## src/rtl/rxq_pkg.sv

```systemverilog
package rxq_pkg;

  typedef enum logic {
    EDGE_RISE = 1'b0,
    EDGE_FALL = 1'b1
  } edge_sel_e;

  typedef struct packed {
    logic sclk;
    logic frame;
    logic sdata;
  } pin_sample_t;

endpackage

```

## src/rtl/rxq_pin_sampler.sv

```systemverilog
module rxq_pin_sampler #(
  parameter int SYNC_STAGES = 2
) (
  input  logic                clk,
  input  logic                rst_n,
  input  rxq_pkg::pin_sample_t pins_i,
  input  rxq_pkg::edge_sel_e  edge_sel_i,
  output logic                strobe_o,
  output logic                frame_o,
  output logic                data_o
);
  import rxq_pkg::*;

  localparam int LAST = SYNC_STAGES - 1;

  pin_sample_t sync_q [SYNC_STAGES];
  logic        prev_sclk_q;

  always_ff @(posedge clk or negedge rst_n) begin
    if (!rst_n) begin
      for (int i = 0; i < SYNC_STAGES; i++) sync_q[i] <= '0;
      prev_sclk_q <= 1'b0;
    end else begin
      sync_q[0] <= pins_i;
      for (int i = 1; i < SYNC_STAGES; i++) sync_q[i] <= sync_q[i-1];
      prev_sclk_q <= sync_q[LAST].sclk;
    end
  end

  always_comb begin
    if (edge_sel_i == EDGE_FALL) strobe_o = !sync_q[LAST].sclk && prev_sclk_q;
    else                         strobe_o = sync_q[LAST].sclk && !prev_sclk_q;
  end

  assign frame_o = sync_q[LAST].frame;
  assign data_o  = sync_q[LAST].sdata;


  strobe_gap_chk: assert property (@(posedge clk) disable iff (!rst_n)
    strobe_o |=> !strobe_o);

endmodule

```

## src/rtl/rxq_assembler.sv

```systemverilog
module rxq_assembler #(
  parameter int WORD_W = 16
) (
  input  logic              clk,
  input  logic              rst_n,
  input  logic              strobe_i,
  input  logic              frame_i,
  input  logic              data_i,
  input  logic              lsb_first_i,
  output logic              push_o,
  output logic [WORD_W-1:0] word_o
);
  localparam int CNT_W = $clog2(WORD_W + 1);
  localparam logic [CNT_W-1:0] FULL_CNT = CNT_W'(WORD_W);

  logic              open_q, open_d;
  logic [CNT_W-1:0]  bits_q, bits_d;
  logic [WORD_W-1:0] sh_q, sh_d;
  logic              push_q, push_d;
  logic              take;

  assign take = strobe_i && (frame_i || open_q);

  always_comb begin
    open_d = open_q;
    bits_d = bits_q;
    sh_d   = sh_q;
    push_d = 1'b0;
    if (take) begin
      if (lsb_first_i) sh_d = {data_i, sh_q[WORD_W-1:1]};
      else             sh_d = {sh_q[WORD_W-2:0], data_i};
      bits_d = frame_i ? CNT_W'(1) : bits_q + CNT_W'(1);
      open_d = 1'b1;
      if (bits_d == FULL_CNT) begin
        push_d = 1'b1;
        open_d = 1'b0;
        bits_d = '0;
      end
    end
  end

  always_ff @(posedge clk or negedge rst_n) begin
    if (!rst_n) begin
      open_q <= 1'b0;
      bits_q <= '0;
      sh_q   <= '0;
      push_q <= 1'b0;
    end else begin
      push_q <= push_d;
      if (take) begin
        open_q <= open_d;
        bits_q <= bits_d;
        sh_q   <= sh_d;
      end
    end
  end

  assign push_o = push_q;
  assign word_o = sh_q;


  push_spacing_chk: assert property (@(posedge clk) disable iff (!rst_n)
    push_q |=> !push_q);


  frame_restart_chk: assert property (@(posedge clk) disable iff (!rst_n)
    (strobe_i && frame_i) |=> (bits_q == CNT_W'(1)) && open_q);


  idle_ignore_chk: assert property (@(posedge clk) disable iff (!rst_n)
    (strobe_i && !frame_i && !open_q) |=> !open_q && !push_q);

endmodule

```

## src/rtl/rxq_queue.sv

```systemverilog
module rxq_queue #(
  parameter int WORD_W = 16,
  parameter int DEPTH  = 32
) (
  input  logic                       clk,
  input  logic                       rst_n,
  input  logic                       push_i,
  input  logic [WORD_W-1:0]          wdata_i,
  input  logic                       pop_req_i,
  input  logic                       ovr_clr_i,
  output logic [2*WORD_W-1:0]        pair_o,
  output logic [$clog2(DEPTH+1)-1:0] level_o,
  output logic                       avail_o,
  output logic                       overrun_o
);
  localparam int PTR_W = $clog2(DEPTH);
  localparam int LVL_W = $clog2(DEPTH + 1);

  function automatic logic [PTR_W-1:0] ptr_inc(input logic [PTR_W-1:0] p);
    return (p == PTR_W'(DEPTH - 1)) ? '0 : p + PTR_W'(1);
  endfunction

  logic [WORD_W-1:0] mem [DEPTH];
  logic [PTR_W-1:0]  wr_ptr_q, wr_ptr_d, rd_ptr_q, rd_ptr_d, rd_nxt;
  logic [LVL_W-1:0]  level_q, level_d;
  logic              ovr_q, ovr_d;
  logic              full, wr_ok, pop_ok;

  assign full   = (level_q == LVL_W'(DEPTH));
  assign wr_ok  = push_i && !full;
  assign pop_ok = pop_req_i && (level_q >= LVL_W'(2));
  assign rd_nxt = ptr_inc(rd_ptr_q);

  always_comb begin
    wr_ptr_d = wr_ok  ? ptr_inc(wr_ptr_q) : wr_ptr_q;
    rd_ptr_d = pop_ok ? ptr_inc(rd_nxt)   : rd_ptr_q;
    level_d  = level_q + (wr_ok ? LVL_W'(1) : '0) - (pop_ok ? LVL_W'(2) : '0);
    if (push_i && full) ovr_d = 1'b1;
    else if (ovr_clr_i) ovr_d = 1'b0;
    else                ovr_d = ovr_q;
  end

  always_ff @(posedge clk or negedge rst_n) begin
    if (!rst_n) begin
      wr_ptr_q <= '0;
      rd_ptr_q <= '0;
      level_q  <= '0;
      ovr_q    <= 1'b0;
    end else begin
      wr_ptr_q <= wr_ptr_d;
      rd_ptr_q <= rd_ptr_d;
      level_q  <= level_d;
      ovr_q    <= ovr_d;
    end
  end

  always_ff @(posedge clk) begin
    if (wr_ok) mem[wr_ptr_q] <= wdata_i;
  end

  assign pair_o    = {mem[rd_nxt], mem[rd_ptr_q]};
  assign level_o   = level_q;
  assign avail_o   = (level_q >= LVL_W'(2));
  assign overrun_o = ovr_q;


  level_cap_chk: assert property (@(posedge clk) disable iff (!rst_n)
    level_q <= LVL_W'(DEPTH));


  overrun_sticky_chk: assert property (@(posedge clk) disable iff (!rst_n)
    (ovr_q && !ovr_clr_i) |=> ovr_q);


  drop_full_chk: assert property (@(posedge clk) disable iff (!rst_n)
    (push_i && full && !pop_req_i) |=> (level_q == $past(level_q)) && ovr_q);


  pop_two_chk: assert property (@(posedge clk) disable iff (!rst_n)
    (pop_req_i && avail_o && !push_i) |=> level_q == $past(level_q) - LVL_W'(2));


  pop_ignore_chk: assert property (@(posedge clk) disable iff (!rst_n)
    (pop_req_i && !avail_o && !push_i) |=> $stable(level_q));


  push_pop_chk: assert property (@(posedge clk) disable iff (!rst_n)
    (pop_req_i && avail_o && push_i && !full) |=> level_q == $past(level_q) - LVL_W'(1));

endmodule

```

## src/rtl/rxq_serial_receiver.sv

```systemverilog
module rxq_serial_receiver #(
  parameter int WORD_W      = 16,
  parameter int DEPTH       = 32,
  parameter int SYNC_STAGES = 2
) (
  input  logic                       clk,
  input  logic                       rst_n,
  input  logic                       rx_sclk,
  input  logic                       rx_frame,
  input  logic                       rx_sdata,
  input  logic                       cfg_fall_edge,
  input  logic                       cfg_lsb_first,
  input  logic                       rd_en,
  input  logic                       ovr_clr,
  output logic [2*WORD_W-1:0]        rd_data,
  output logic [$clog2(DEPTH+1)-1:0] level,
  output logic                       data_avail,
  output logic                       overrun
);
  import rxq_pkg::*;

  logic [1:0]        rst_sync_q;
  logic              core_rst_n;
  pin_sample_t       pins;
  edge_sel_e         edge_sel;
  logic              strobe, s_frame, s_data, push;
  logic [WORD_W-1:0] word;

  always_ff @(posedge clk or negedge rst_n) begin
    if (!rst_n) rst_sync_q <= 2'b00;
    else        rst_sync_q <= {rst_sync_q[0], 1'b1};
  end
  assign core_rst_n = rst_sync_q[1];

  assign pins     = '{sclk: rx_sclk, frame: rx_frame, sdata: rx_sdata};
  assign edge_sel = cfg_fall_edge ? EDGE_FALL : EDGE_RISE;

  rxq_pin_sampler #(.SYNC_STAGES(SYNC_STAGES)) u_sampler (
    .clk        (clk),
    .rst_n      (core_rst_n),
    .pins_i     (pins),
    .edge_sel_i (edge_sel),
    .strobe_o   (strobe),
    .frame_o    (s_frame),
    .data_o     (s_data)
  );

  rxq_assembler #(.WORD_W(WORD_W)) u_assembler (
    .clk         (clk),
    .rst_n       (core_rst_n),
    .strobe_i    (strobe),
    .frame_i     (s_frame),
    .data_i      (s_data),
    .lsb_first_i (cfg_lsb_first),
    .push_o      (push),
    .word_o      (word)
  );

  rxq_queue #(.WORD_W(WORD_W), .DEPTH(DEPTH)) u_queue (
    .clk       (clk),
    .rst_n     (core_rst_n),
    .push_i    (push),
    .wdata_i   (word),
    .pop_req_i (rd_en),
    .ovr_clr_i (ovr_clr),
    .pair_o    (rd_data),
    .level_o   (level),
    .avail_o   (data_avail),
    .overrun_o (overrun)
  );


  reset_idle_chk: assert property (@(posedge clk) disable iff (!core_rst_n)
    $rose(core_rst_n) |-> (level == '0) && !overrun);

endmodule

```

## config.mk

```make
export PLATFORM = sky130hd
export DESIGN_NAME = rxq_serial_receiver
export DESIGN_NICKNAME = d
export VERILOG_FILES = /design/src/rtl/rxq_pkg.sv /design/src/rtl/rxq_pin_sampler.sv /design/src/rtl/rxq_assembler.sv /design/src/rtl/rxq_queue.sv /design/src/rtl/rxq_serial_receiver.sv
export SDC_FILE = /design/constraint.sdc
export NUM_CORES = 1
export LEC_CHECK = 0
export CAP_MARGIN = 15
export CORE_MARGIN = 4
export CORE_UTILIZATION = 34
export DETAILED_ROUTE_END_ITERATION = 10
export PLACE_DENSITY = 0.53
export SLEW_MARGIN = 30
export SYNTH_ARGS = -nofsm -noshare
export SYNTH_HDL_FRONTEND = slang
export SYNTH_SLANG_ARGS = --single-unit
```

## constraint.sdc

```tcl
create_clock -name clk -period 6 [get_ports clk]
set_input_delay 0.9 -clock clk [delete_from_list [all_inputs] [get_ports clk]]
set_output_delay 0.9 -clock clk [all_outputs]
set_load 0.05 [all_outputs]
```

==> flow_summary.json <==
{
  "postCtsHoldBufs": 0,
  "synth_commonest_cells": "edfxtp_1 (512), mux4_2 (167), mux2i_1 (89)",
  "drt-vias-per-instance": 6.10,
  "fin_tns_setup_ps": 0,
  "die_y_um": 289,
  "seqCellArea_mm2": 0.0166,
  "async_reset_ff_share_pct": 8.73,
  "multi_input_area_mm2": 0.00981,
  "crit_type": "reg -> out",
  "irDropWorstVdd_uv": 294,
  "ys_seq_area_share_pct": 61.7,
  "wl_per_cell_um": 30.7,
  "skew_ps": 50.6,
  "overflow": 0,
  "grt_pass1_wl_um": 124000,
  "first_global_vias": 17200,
  "syn_area_mm2": 0.0269,
  "cts.reportedPaths.clkPinSlew_ps": 60,
  "final_antenna_net_count": 0,
  "dpl.hpwl_um": 52300,
  "grt_max_degree": 127,
  "port_buffers": 48,
  "drc": 0,
  "die_area_mm2": 0.0836,
  "synthTopCellsByArea": "edfxtp_1 (57%), mux4_2 (14%), dfrtp_1 (4.6%)",
  "slew_violations": 0,
  "cts_sinks": 561,
  "grt_use_met2_pct": 31.3,
  "max_stage_delay_ps": 820,
  "top_usage_layer": "met2",
  "cp.required_ps": 5100,
  "post-route-util_pct": 39.4,
  "cp_slowest_cell": "mux2i_1",
  "gp_congestion": 0.839,
  "yosysWarnings": 0,
  "die_x_um": 289,
  "worstMarginPinSlew_ps": 997,
  "diodes": 0,
  "finalHoldViolCount": 0,
  "min_period_over_period_pct": 89.0,
  "clkLatencyLatePin_ps": 650,
  "antenna_found_initial": 1,
  "cap_violations": 0,
  "synth.avg_cell_area_um2": 15.9,
  "drt_pass1_iterations": 5,
  "cp_cell_sequence": "buf_12 -> and3_1 -> mux2i_1 -> or3_1 -> o22ai_1 -> a211oi_1 -> buf_4",
  "path_delay_family": "buffers and inverters",
  "grt_use_met3_pct": 5.37,
  "relSlewSlack_pct": 33.3,
  "cts_tree": "built",
  "rsz0062_at_grt": "false",
  "path_buf_inv": 2,
  "cts_setup_buffers": 0,
  "rows": 102,
  "yosysMostFrequentCell": "edfxtp_1",
  "core-area_mm2": 0.0780,
  "synth_top_area_share_pct": 57.2,
  "min_path_type": "reg -> reg",
  "grt.met1_usage_pct": 29.0,
  "yosys.area.top_type": "edfxtp_1",
  "root_buffer": "clkbuf_16",
  "status": "completed",
  "power_density_mw_per_mm2": 476,
  "ios": 49,
  "cts_made_buffers": 61,
  "drive_gt1_share_pct": 25.0,
  "ys_ff_latch": 561,
  "grt_usage_pct": 20.4,
  "via_count": 17100,
  "endpoint_kind": "output port",
  "synth.distinct_cells": 62,
  "drt_iter0_drc": 2179,
  "cp_max_fo": 126,
  "ys.flop_type": "edfxtp_1",
  "synth-edff-count": 512,
  "netlist_instances": 1689,
  "finalWirelength_um": 85800,
  "p_leak_nw": 10.0,
  "cp.arrival_ps": 4440,
  "whs_ps": 348,
  "final_net_count": 1736,
  "initial_core_util_pct": 34.5,
  "timing.fmax_mhz": 187,
  "clockBufferDepth": 3,
  "ctsResizeCount": 0,
  "fillCellCount": 7058,
  "synth_nets": 1717,
  "fin_crit_ps": 5340,
  "cts_htree_levels": 2,
  "finalSetupViolCount": 0,
  "cp-start-kind": "register",
  "synthToLayoutAreaGrowth_pct": 14.2,
  "r2r_setup_slack_ps": 2730
}
-- cell families after synthesis --
kind of cell             count (synthesis)  share of synthesized area (%)
multiplexers                           311                           19.6
adder cells (fa/ha/maj)                 19                          0.884
XOR/XNOR                                 7                          0.256
AND/OR/NAND/NOR                        203                           3.70
AO/OA/AOI/OAI                          420                           11.1
flip-flops                             561                           61.7
buffers and inverters                  167                           2.73
other                                    1                         0.0139
-- cell usage in the layout, fill, tap and decap left out, types with 7 or more instances in the layout --
cell             count
a211o_1             11
mux2i_1             89
clkbuf_16           61
clkdlybuf4s50_1     32
o21ai_1             14
edfxtp_1           512
a211oi_1            41
ha_1                17
nand2b_1            13
nor2_4              24
o21ai_0             48
a221oi_1            33
mux4_2             167
nand3b_1             8
dfrtp_1             31
a31oi_1             11
clkbuf_1            13
buf_12              10
a22o_1              33
clkinv_1            18
mux2_1              17
mux2_2              38
o22ai_1             53
or2_2               16
a2111oi_0            8
clkinv_2            12
o31ai_1              7
a22oi_1             69
nand2_1             45
nand3_1              8
nor4_1              11
nor2_2               9
a21oi_1             34
inv_1               18
nor2_1              34
o221ai_1            15
buf_4               57
o211ai_1            23
dfrtp_2             15
-- area by class of cell --
cell class / instances / area share, %
clock inverter: 37 / 0.942
timing repair buffer: 100 / 3.13
inverter: 23 / 0.281
multi-input combinational: 961 / 32.0
tap: 1040 / 4.24
sequential: 561 / 54.2
clock buffer: 77 / 5.27
-- path summary, 6_finish.rpt --
check / startpoint / depth (start not counted) / end
worst max-delay path: u_queue.rd_ptr_q[0] / 7 / rd_data[17]
worst min-delay path: u_sampler.sync_q[4] / 0 / u_sampler.frame_o
min in group asynchronous: rst_sync_q[1] / 0 / u_sampler.sync_q[3]
max in group asynchronous: rst_sync_q[1] / 0 / u_queue.rd_ptr_q[0]
worst min register to register: u_sampler.sync_q[4] / 0 / u_sampler.frame_o
worst max register to register: u_queue.rd_ptr_q[0] / 11 / u_queue.rd_ptr_q[3]
-- sequential cells by signal (all words and copies together) (netlist names) --
| register | flops |
|---|---|
| u_sampler.prev_sclk_q | 1 |
| u_sampler.data_o | 1 |
| u_assembler.word_o | 16 |
| u_queue.overrun_o | 1 |
| u_sampler.sync_q | 4 |
| u_sampler.frame_o | 1 |
| u_queue.mem | 512 |
| u_assembler.open_q | 1 |
| u_assembler.bits_q | 5 |
| u_queue.rd_ptr_q | 5 |
| u_queue.level_o | 6 |
| rst_sync_q | 2 |
| u_queue.wr_ptr_q | 5 |
| u_assembler.push_o | 1 |
-- through the flow --
step	cell area [um2]	worst slack, ps	total power, mW	std cells
3_5_place_dp	28800	1280	11.0	2685
5_1_grt	30700	519	15.2	2799
2_1_floorplan	26900	1010	8.52	1689
4_1_cts	30700	621	14.6	2799
6_report	30700	661	14.6	2799
3_3_place_gp	28800	1190	11.0	2685
-- where the power goes --
| part | switching (mW) | leakage (nW) | internal, mW |
|---|---|---|---|
| Combinational | 4.07 | 3.86 | 2.20 |
| Sequential | 0.274 | 5.25 | 4.47 |
| Clock | 1.58 | 0.935 | 2.03 |
| Total | 5.92 | 10.0 | 8.70 |
-- metal layers --
metal | wire (um) | part of all wire (%)
met4 | 2130 | 2.5
met3 | 8590 | 10
met2 | 38800 | 45
met1 | 36300 | 42
met5 | 0 | 0
(Power assumes the default switching activity.)
